--- src/rtl/noise_pkg.sv ---
package noise_pkg;

  typedef enum logic [1:0] {
    REG_LEN  = 2'd0,
    REG_ENV  = 2'd1,
    REG_FREQ = 2'd2,
    REG_CTRL = 2'd3
  } reg_sel_e;

  localparam int CTRL_TRIG_BIT = 7;
  localparam int CTRL_LEN_BIT  = 6;
  localparam int TRIG_BIAS     = 8;
  localparam int RESTART_EXTRA = 4;

endpackage

--- src/rtl/noise_rst_sync.sv ---
module noise_rst_sync #(
  parameter int STAGES = 2
) (
  input  logic clk,
  input  logic rst_n_in,
  output logic rst_n_out
);

  logic [STAGES-1:0] sync_q;

  always_ff @(posedge clk or negedge rst_n_in) begin
    if (!rst_n_in) sync_q <= '0;
    else           sync_q <= {sync_q[STAGES-2:0], 1'b1};
  end

  assign rst_n_out = sync_q[STAGES-1];

endmodule

--- src/rtl/noise_timer.sv ---
module noise_timer #(
  parameter int DIV_W   = 3,
  parameter int SHIFT_W = 4,
  parameter int TIMER_W = 22
) (
  input  logic               clk,
  input  logic               rst_n,
  input  logic               run,
  input  logic               trig,
  input  logic               restart,
  input  logic [DIV_W-1:0]   div,
  input  logic [SHIFT_W-1:0] shift,
  output logic               tick
);
  import noise_pkg::*;

  logic [TIMER_W-1:0] base, period, first, cnt_q, cnt_d;

  always_comb begin
    base   = (div == '0) ? TIMER_W'(8) : (TIMER_W'(div) << 4);
    period = base << shift;
    first  = (period >> 1) + TIMER_W'(TRIG_BIAS)
           + (restart ? TIMER_W'(RESTART_EXTRA) : '0);
  end

  always_comb begin
    cnt_d = cnt_q;
    tick  = 1'b0;
    if (trig) begin
      cnt_d = first;
    end else if (run) begin
      if (cnt_q <= TIMER_W'(1)) begin
        cnt_d = period;
        tick  = 1'b1;
      end else begin
        cnt_d = cnt_q - TIMER_W'(1);
      end
    end
  end

  always_ff @(posedge clk or negedge rst_n) begin
    if (!rst_n) cnt_q <= '0;
    else        cnt_q <= cnt_d;
  end

endmodule

--- src/rtl/noise_lfsr.sv ---
module noise_lfsr #(
  parameter int WIDTH     = 15,
  parameter int SHORT_TAP = 6
) (
  input  logic             clk,
  input  logic             rst_n,
  input  logic             trig,
  input  logic             step,
  input  logic             short_mode,
  output logic [WIDTH-1:0] q,
  output logic             next_lsb
);

  logic [WIDTH-1:0] shifted, q_d;
  logic             fb;

  always_comb begin
    fb      = q[0] ^ q[1];
    shifted = {fb, q[WIDTH-1:1]};
    if (short_mode) shifted[SHORT_TAP] = fb;
    next_lsb = shifted[0];
    if (trig)      q_d = '1;
    else if (step) q_d = shifted;
    else           q_d = q;
  end

  always_ff @(posedge clk or negedge rst_n) begin
    if (!rst_n) q <= '1;
    else        q <= q_d;
  end

endmodule

--- src/rtl/noise_length.sv ---
module noise_length #(
  parameter int LEN_W = 6
) (
  input  logic             clk,
  input  logic             rst_n,
  input  logic             load,
  input  logic [LEN_W-1:0] load_val,
  input  logic             trig,
  input  logic             tick,
  input  logic             len_en,
  output logic [LEN_W:0]   cnt,
  output logic             expire
);

  localparam int FULL = 1 << LEN_W;

  logic [LEN_W:0] cnt_d;

  always_comb begin
    cnt_d  = cnt;
    expire = 1'b0;
    if (load) begin
      cnt_d = (LEN_W+1)'(FULL) - {1'b0, load_val};
    end else if (trig) begin
      if (cnt == '0) cnt_d = (LEN_W+1)'(FULL);
    end else if (tick && len_en && (cnt != '0)) begin
      cnt_d  = cnt - (LEN_W+1)'(1);
      expire = (cnt == (LEN_W+1)'(1));
    end
  end

  always_ff @(posedge clk or negedge rst_n) begin
    if (!rst_n) cnt <= '0;
    else        cnt <= cnt_d;
  end

endmodule

--- src/rtl/noise_env.sv ---
module noise_env #(
  parameter int VOL_W  = 4,
  parameter int EPER_W = 3
) (
  input  logic              clk,
  input  logic              rst_n,
  input  logic              trig,
  input  logic              tick,
  input  logic [VOL_W-1:0]  init_vol,
  input  logic              dir_up,
  input  logic [EPER_W-1:0] per,
  output logic [VOL_W-1:0]  vol
);

  logic [VOL_W-1:0]  vol_d;
  logic [EPER_W-1:0] ecnt_q, ecnt_d;

  always_comb begin
    vol_d  = vol;
    ecnt_d = ecnt_q;
    if (trig) begin
      vol_d  = init_vol;
      ecnt_d = per;
    end else if (tick && (per != '0)) begin
      if (ecnt_q <= EPER_W'(1)) begin
        ecnt_d = per;
        if (dir_up && (vol != {VOL_W{1'b1}}))  vol_d = vol + VOL_W'(1);
        else if (!dir_up && (vol != '0))       vol_d = vol - VOL_W'(1);
      end else begin
        ecnt_d = ecnt_q - EPER_W'(1);
      end
    end
  end

  always_ff @(posedge clk or negedge rst_n) begin
    if (!rst_n) begin
      vol    <= '0;
      ecnt_q <= '0;
    end else begin
      vol    <= vol_d;
      ecnt_q <= ecnt_d;
    end
  end

endmodule

--- src/rtl/noise_channel.sv ---
module noise_channel #(
  parameter int LFSR_W      = 15,
  parameter int SHORT_TAP   = 6,
  parameter int LEN_W       = 6,
  parameter int VOL_W       = 4,
  parameter int EPER_W      = 3,
  parameter int DIV_W       = 3,
  parameter int SHIFT_W     = 4,
  parameter int STOP_SHIFT  = 14,
  parameter int SYNC_STAGES = 2
) (
  input  logic             clk,
  input  logic             rst_n,
  input  logic             wr_en,
  input  logic [1:0]       reg_addr,
  input  logic [7:0]       wr_data,
  output logic [7:0]       rd_data,
  input  logic             len_tick,
  input  logic             env_tick,
  output logic [VOL_W-1:0] sample,
  output logic             active
);
  import noise_pkg::*;

  localparam int TIMER_W   = DIV_W + 4 + (1 << SHIFT_W) - 1;
  localparam int ENV_DIR_B = EPER_W;
  localparam int FRQ_WID_B = DIV_W;

  logic srst_n;

  noise_rst_sync #(.STAGES(SYNC_STAGES)) u_rst (
    .clk(clk), .rst_n_in(rst_n), .rst_n_out(srst_n)
  );

  // register state
  logic [7:0]       env_q, env_d, freq_q, freq_d;
  logic             len_en_q, len_en_d, en_q, en_d;
  logic [VOL_W-1:0] sample_q, sample_d;

  logic wr_len, wr_env, wr_freq, wr_ctrl, trig;
  logic [VOL_W-1:0]   env_init;
  logic               env_dir;
  logic [EPER_W-1:0]  env_per;
  logic [SHIFT_W-1:0] freq_shift;
  logic               freq_short;
  logic [DIV_W-1:0]   freq_div;
  logic               run, tick, len_expire, lfsr_next_lsb;
  logic [LFSR_W-1:0]  lfsr_q;
  logic [LEN_W:0]     len_cnt;
  logic [VOL_W-1:0]   vol;

  always_comb begin
    wr_len  = wr_en && (reg_addr == REG_LEN);
    wr_env  = wr_en && (reg_addr == REG_ENV);
    wr_freq = wr_en && (reg_addr == REG_FREQ);
    wr_ctrl = wr_en && (reg_addr == REG_CTRL);
    trig    = wr_ctrl && wr_data[CTRL_TRIG_BIT];
    env_init   = env_q[7 -: VOL_W];
    env_dir    = env_q[ENV_DIR_B];
    env_per    = env_q[EPER_W-1:0];
    freq_shift = freq_q[7 -: SHIFT_W];
    freq_short = freq_q[FRQ_WID_B];
    freq_div   = freq_q[DIV_W-1:0];
    run        = en_q && (freq_shift < SHIFT_W'(STOP_SHIFT));
  end

  noise_timer #(.DIV_W(DIV_W), .SHIFT_W(SHIFT_W), .TIMER_W(TIMER_W)) u_timer (
    .clk(clk), .rst_n(srst_n), .run(run), .trig(trig), .restart(en_q),
    .div(freq_div), .shift(freq_shift), .tick(tick)
  );

  noise_lfsr #(.WIDTH(LFSR_W), .SHORT_TAP(SHORT_TAP)) u_lfsr (
    .clk(clk), .rst_n(srst_n), .trig(trig), .step(tick),
    .short_mode(freq_short), .q(lfsr_q), .next_lsb(lfsr_next_lsb)
  );

  noise_length #(.LEN_W(LEN_W)) u_len (
    .clk(clk), .rst_n(srst_n), .load(wr_len), .load_val(wr_data[LEN_W-1:0]),
    .trig(trig), .tick(len_tick), .len_en(len_en_q),
    .cnt(len_cnt), .expire(len_expire)
  );

  noise_env #(.VOL_W(VOL_W), .EPER_W(EPER_W)) u_env (
    .clk(clk), .rst_n(srst_n), .trig(trig), .tick(env_tick),
    .init_vol(env_init), .dir_up(env_dir), .per(env_per), .vol(vol)
  );

  always_comb begin
    env_d    = wr_env  ? wr_data : env_q;
    freq_d   = wr_freq ? wr_data : freq_q;
    len_en_d = wr_ctrl ? wr_data[CTRL_LEN_BIT] : len_en_q;

    en_d = en_q;
    if (trig)            en_d = (env_init != '0) || env_dir;
    else if (len_expire) en_d = 1'b0;

    sample_d = sample_q;
    if (!en_d)                sample_d = '0;
    else if (trig && en_q)    sample_d = lfsr_q[0] ? '0 : env_init;
    else if (!trig && tick)   sample_d = lfsr_next_lsb ? '0 : vol;
  end

  always_ff @(posedge clk or negedge srst_n) begin
    if (!srst_n) begin
      env_q    <= '0;
      freq_q   <= '0;
      len_en_q <= 1'b0;
      en_q     <= 1'b0;
      sample_q <= '0;
    end else begin
      env_q    <= env_d;
      freq_q   <= freq_d;
      len_en_q <= len_en_d;
      en_q     <= en_d;
      sample_q <= sample_d;
    end
  end

  always_comb begin
    unique case (reg_sel_e'(reg_addr))
      REG_ENV:  rd_data = env_q;
      REG_FREQ: rd_data = freq_q;
      REG_CTRL: rd_data = len_en_q ? (8'h01 << CTRL_LEN_BIT) : 8'h00;
      default:  rd_data = 8'h00;
    endcase
  end

  assign sample = sample_q;
  assign active = en_q;

endmodule

--- config.mk ---
export PLATFORM = sky130hd
export DESIGN_NAME = noise_channel
export DESIGN_NICKNAME = d
export VERILOG_FILES = /design/src/rtl/noise_pkg.sv /design/src/rtl/noise_rst_sync.sv /design/src/rtl/noise_timer.sv /design/src/rtl/noise_lfsr.sv /design/src/rtl/noise_length.sv /design/src/rtl/noise_env.sv /design/src/rtl/noise_channel.sv
export SDC_FILE = /design/constraint.sdc
export NUM_CORES = 1
export LEC_CHECK = 0
export BUFFER_PORTS_ARGS = -buffer_cell sky130_fd_sc_hd__buf_2
export CAP_MARGIN = 5
export CORE_MARGIN = 2
export CORE_UTILIZATION = 30
export DETAILED_ROUTE_END_ITERATION = 8
export GPL_ROUTABILITY_DRIVEN = 0
export GPL_TIMING_DRIVEN = 0
export PLACE_DENSITY = 0.41
export SYNTH_ARGS = -nofsm -noshare
export SYNTH_HDL_FRONTEND = slang
export SYNTH_HIERARCHICAL = 1
export SYNTH_SLANG_ARGS = --single-unit
--- constraint.sdc ---
create_clock -name clk -period 5.7 [get_ports clk]
set_clock_uncertainty 0.2 [all_clocks]
set_input_delay 0.285 -clock clk [delete_from_list [all_inputs] [get_ports clk]]
set_output_delay 0.285 -clock clk [all_outputs]
set_load 0.02 [all_outputs]
==> flow_metrics.env, run 1 <==
export IMPL_status="complete, no violations"
export IMPL_antenna_found_initial=0
export IMPL_chipWidth_um=135
export IMPL_path_cells="nor4_2 > and4_1 > clkbuf_1 > nand2_1 > clkbuf_1 > nor2_1 > buf_6 > buf_6 > mux2i_1 > nand2_1"
export IMPL_cts_setup_buffers=0
export IMPL_final_core_util=0.354
export IMPL_grt_pass1_vias=4554
export IMPL_vias_per_cell=5.55
export IMPL_critPathMaxFanout=10
export IMPL_fillers=1755
export IMPL_critPathKind="flip-flop to flip-flop"
export IMPL_grt_max_degree=53
export IMPL_n_antenna_cell=0
export IMPL_maxCapViolations=0
export IMPL_crit_buf_inv=4
export IMPL_drt_iter0_drc=290
export IMPL_tns_ns=0
export IMPL_clkLatencyLatePin_ns=0.35
export IMPL_crit_slowest_cell="nor4_2"
export IMPL_rows=47
export IMPL_fin_cells=812
export IMPL_min_period_ns=3.57
export IMPL_io_pins=28
export IMPL_synthCells=548
export IMPL_clkTransAtPathRegs_ns=0.07
export IMPL_fmax_mhz=280
export IMPL_cpLargestDelayFamily="simple AND/OR/NAND/NOR gates"
export IMPL_initial_core_util=0.308
export IMPL_nets=615
export IMPL_root_buffer="clkbuf_16"
export IMPL_port_buffers=26
export IMPL_wl_mm=15.3
export IMPL_cts_buffer_depth=2
export IMPL_slowest_delay_ns=0.73
export IMPL_ys_warnings_count=6
export IMPL_gr_usage_all_layers=0.178
export IMPL_area_delta_synth_final_pct=14.9
export IMPL_r2r_setup_slack_ns=2.13
export IMPL_worstHoldStart="wr_data[6]"
export IMPL_dp_hpwl_mm=10.9
export IMPL_die_area_mm2=0.0182
export IMPL_drc_errors=0
export IMPL_cts_tree="done"
export IMPL_avgSynthCellArea_um2=9.39
export IMPL_hold_ws_ns=0.0112
export IMPL_hp_class="primary input to flip-flop"
export IMPL_worst_pin_slew_ns=0.801
export IMPL_hold_depth=2
export IMPL_slew_viol_final=0
export IMPL_grt_overflow_total=0
export IMPL_rsz0062_at_grt="no"
export IMPL_start_kind="flip-flop"
export IMPL_numCtsBuffers=9
export IMPL_drive_gt1_frac=0.201
export IMPL_hold_viol=0
export IMPL_worstReg2RegEnd="u_lfsr/q[9]"
export IMPL_crit_path_end_kind="flip-flop"
export IMPL_syn_area_mm2=0.00514
export IMPL_p_leak_nw=2.36
export IMPL_place_inst=795
export IMPL_powerDensity_mw_per_mm2=425
export IMPL_reg2reg_from="u_timer/cnt_q[4]"
export IMPL_first_pass_iters=4
export IMPL_cts_htree_levels=3
export IMPL_synth_fp_nets=576
export IMPL_critPathRequiredTime_ns=5.76
export IMPL_worstHoldEndpoint="env_q[6]"
export IMPL_cts_sinks=75
export IMPL_dr_total_vias=4505
export IMPL_critPathArrivalTime_ns=3.64
export IMPL_setup_violations=0
export IMPL_wl_per_cell_um=18.8
export IMPL_core_mm2=0.0167
export IMPL_timing_final_crit_share=0.627
export IMPL_slew_headroom=0.466
export IMPL_r2r_cells=10
export IMPL_vdd_ir_drop_worst_v=0.000160
export IMPL_grt_pass1_wl_mm=25.2
export IMPL_ant_nets=0
export IMPL_chipHeight_um=135
==> timing repair <==
| item | 4_1_cts | 5_1_grt |
|---|---|---|
| gates resized for setup | 0 | 0 |
| endpoints found under the hold margin | 2 | 0 |
| hold buffers | 1 | 0 |
| endpoints found under the setup margin | 0 | 0 |
==> placed cells by master, fill, tap and decap left out, types with 8 or more instances in the layout <==
cell and count:
a21oi_1 26, a22o_1 11, a31oi_1 17, and3_1 10, buf_2 30, clkbuf_1 19, clkbuf_16 9, dfrtp_1 59
dfstp_2 15, ha_1 12, inv_1 31, mux2_2 22, mux2i_1 22, nand2_1 33, nand3_1 9, nor2_1 32
nor3_1 18, nor4_1 9, o21ai_0 28, o31ai_1 8, or3_1 12, xnor2_1 9
==> layer usage <==
metal	up-vias	GRT usage	wire length [um]
met3	14	0.0383	557
met5	-	0	0
met1	2248	0.256	7680
met2	95	0.267	6850
met4	0	0.0521	172
li1	2148	-	-
==> metrics by stage <==
stage | setup WS (ns) | power (mW) | cell area [um^2]
after CTS | 2.16 | 2.53 | 5910
after detailed placement | 2.19 | 1.88 | 5580
after floorplan | 2.76 | 1.60 | 5140
final | 2.13 | 2.51 | 5910
after global routing | 1.90 | 2.70 | 5910
after global placement | 1.97 | 1.86 | 5550
==> worst reg2reg max path, delay by kind of cell, from the launching register on <==
kind                   cells  cell delay, ns
and+or+nand+nor            5            1.69
buffers and inverters      4            0.96
DFF                        1            0.45
muxes                      1            0.20
==> power by group <==
| part | switching [mW] | internal (mW) | leakage (nW) |
|---|---|---|---|
| combinational | 0.560 | 0.419 | 1.31 |
| clock | 0.246 | 0.385 | 0.153 |
| sequential | 0.214 | 0.685 | 0.901 |
==> registers in the layout, indices dropped and copies added (netlist names) <==
signal / cells
active: 1
env_q: 8
freq_q: 8
len_en_q: 1
sample: 4
u_env/ecnt_q: 3
u_env/vol: 4
u_len/cnt: 7
u_lfsr/q: 15
u_rst/sync_q: 2
u_timer/cnt_q: 22
==> final cells by class <==
cell class | instances | area, um^2 | area share
multi-input cells | 413 | 2980 | 0.504
well taps | 220 | 275 | 0.0466
clock inverters | 6 | 90.1 | 0.0152
inverters | 31 | 116 | 0.0197
flip-flops and latches | 75 | 1900 | 0.321
clock buffers | 10 | 229 | 0.0387
repair buffers | 28 | 168 | 0.0284
plain buffers | 29 | 151 | 0.0256
==> worst max path at each step <==
stage                                 from                to  slack (ns)  depth (start not counted)
after floorplan                  freq_q[1]  u_timer/cnt_q[6]        2.76                          9
after global placement     u_rst/sync_q[1]   u_env/ecnt_q[0]        1.97                          0
after detailed placement  u_timer/cnt_q[4]       u_lfsr/q[9]        2.19                         10
after CTS                 u_timer/cnt_q[4]       u_lfsr/q[9]        2.16                         10
after global routing      u_timer/cnt_q[4]       u_lfsr/q[2]        1.90                         10
final                     u_timer/cnt_q[4]       u_lfsr/q[9]        2.13                         10
Power figures use the tool's default switching activity.
==> run 2: changes to the inputs <==
Settings changed: ABC_AREA from default to 1.
Clock period 5.7 ns to 3.6 ns, I/O delays scaled along.
==> flow_metrics.env, run 2 <==
export IMPL_die_area_mm2=0.0197
export IMPL_chipHeight_um=140
export IMPL_fmax_mhz=323
export IMPL_drive_gt1_frac=0.171
export IMPL_rsz0062_at_grt="no"
export IMPL_timing_final_crit_share=0.860
export IMPL_final_common_cell="nand2_1"
export IMPL_powerDensity_mw_per_mm2=686
export IMPL_reg_largest_list="u_timer/cnt_q: 22 flops, u_lfsr/q: 15 flops"
export IMPL_r2r_setup_slack_ns=0.50
export IMPL_tns_ns=0
export IMPL_synthCells=805
export IMPL_place_inst=1061
export IMPL_p_leak_nw=3.28
export IMPL_cts_sinks=75
export IMPL_antenna_found_initial=0
export IMPL_power_total_mw=4.41
export IMPL_nets=881
export IMPL_startpoint="u_timer/cnt_q[0]"
export IMPL_violations="negative hold slack"
export IMPL_port_buffers=26
export IMPL_cts_setup_buffers=0
export IMPL_initial_core_util=0.309
export IMPL_grt_util_met2=0.280
export IMPL_slew_headroom=0.416
export IMPL_critPathRequiredTime_ns=3.63
export IMPL_vdd_ir_drop_worst_v=0.000275
export IMPL_worstReg2RegEnd="sample[0]"
export IMPL_crit_path_end_kind="flip-flop"
export IMPL_gr_usage_met1=0.251
export IMPL_chipWidth_um=140
export IMPL_setup_violations=0
export IMPL_fin_cells=1087
export IMPL_root_buffer="clkbuf_16"
export IMPL_n_antenna_cell=0
export IMPL_wl_per_cell_um=15.2
export IMPL_dp_hpwl_mm=12.7
export IMPL_grt_max_degree=62
export IMPL_final_core_util=0.355
export IMPL_area_delta_synth_final_pct=15.0
export IMPL_hold_ws_ns=-0.0119
export IMPL_clkTransAtPathRegs_ns=0.06
export IMPL_rows=49
export IMPL_first_pass_iters=6
export IMPL_ant_nets=0
export IMPL_maxCapViolations=0
export IMPL_core_mm2=0.0181
export IMPL_final_cell_mix="nand2_1, nand3_1, inv_1"
export IMPL_vias_per_cell=4.90
export IMPL_cts_buffer_depth=2
export IMPL_crit_path_end="sample[0]"
export IMPL_use_met3=0.0311
export IMPL_top_usage_layer="met2"
export IMPL_critPathKind="flip-flop to flip-flop"
export IMPL_cts_htree_levels=3
export IMPL_regMostFlops="u_timer/cnt_q"
export IMPL_grt_pass1_vias=5232
export IMPL_start_kind="flip-flop"
export IMPL_cts_tree="done"
export IMPL_numCtsBuffers=9
export IMPL_status="complete, but fails checks"
export IMPL_drt_iter0_drc=319
export IMPL_synth_fp_nets=833
export IMPL_slew_viol_final=0
export IMPL_io_pins=28
export IMPL_largest_register_ffs=22
export IMPL_ys_warnings_count=6
export IMPL_reg2reg_from="u_timer/cnt_q[0]"
export IMPL_gr_usage_all_layers=0.178
export IMPL_wl_mm=16.6
export IMPL_grt_overflow_total=0
export IMPL_clkLatencyLatePin_ns=0.34
export IMPL_drc_errors=0
export IMPL_hold_viol=12
export IMPL_grt_pass1_wl_mm=27.6
export IMPL_critPathArrivalTime_ns=3.12
export IMPL_worst_pin_slew_ns=0.869
export IMPL_syn_area_mm2=0.00558
export IMPL_dr_total_vias=5322
export IMPL_hp_class="flip-flop to async pin"
export IMPL_avgSynthCellArea_um2=6.93
export IMPL_min_period_ns=3.10
export IMPL_r2r_cells=14
export IMPL_critPathMaxFanout=10
[run 2: how the worst min path moves through the flow]
stage,start,end,slack [ns],cells after the start
floorplan,rst_n,u_rst/sync_q[0],-0.32,0
global placement,rst_n,u_rst/sync_q[1],-0.23,1
detailed placement,rst_n,u_rst/sync_q[0],-0.23,1
CTS,u_rst/sync_q[1],u_timer/cnt_q[0],0.0007,0
global route,u_rst/sync_q[1],u_timer/cnt_q[0],0.009,0
finish,u_rst/sync_q[1],u_timer/cnt_q[20],-0.01,0
[run 2: layer usage]
metal,part of all wire,up-vias
met5,0,-
met4,0.012,0
met3,0.037,14
met2,0.44,94
met1,0.51,2511
li1,-,2703
[run 2: cell type report]
cell class,instances,area [um^2]
fill,1926,11700
multi-input combinational,625,3210
sequential,75,1900
inverter,85,324
tap,229,287
timing repair buffer,37,258
clock buffer,11,233
buffer,20,155
clock inverter,5,53.8
[run 2: power breakdown]
group	internal [mW]	total (mW)	switching, mW
Clock	0.535	0.910	0.374
Combinational	0.729	2.05	1.32
Sequential	1.11	1.44	0.332
[run 2: metrics by stage]
stage / area [um^2] / setup slack [ns] / hold slack [ns]
after floorplan: 5580 / 0.837 / -0.316
after global placement: 6000 / -0.0359 / -0.235
after detailed placement: 6030 / 0.144 / -0.229
after CTS: 6420 / 0.109 / 0.000659
after global routing: 6420 / 0.200 / 0.00912
final: 6420 / 0.503 / -0.0119
[run 2: worst max-delay path, stage by stage (launching register included)]
cell and delay (ns):
dfrtp_1 0.40, inv_1 0.22, ha_1 0.41, nand2_4 0.13
nor2_8 0.17, nand3_4 0.09, nand2_2 0.14, nand2_4 0.09
buf_6 0.16, nor3_2 0.50, nand2_1 0.14, nand2_2 0.14
inv_2 0.07, nand3_1 0.06, nand2_1 0.06
[run 2: timing repair]
| item | 4_1_cts | 5_1_grt |
|---|---|---|
| resized for setup | 0 | 1 |
| endpoints found under the setup margin | 0 | 18 |
| hold endpoints to repair | 18 | 0 |
| hold buffers | 10 | 0 |
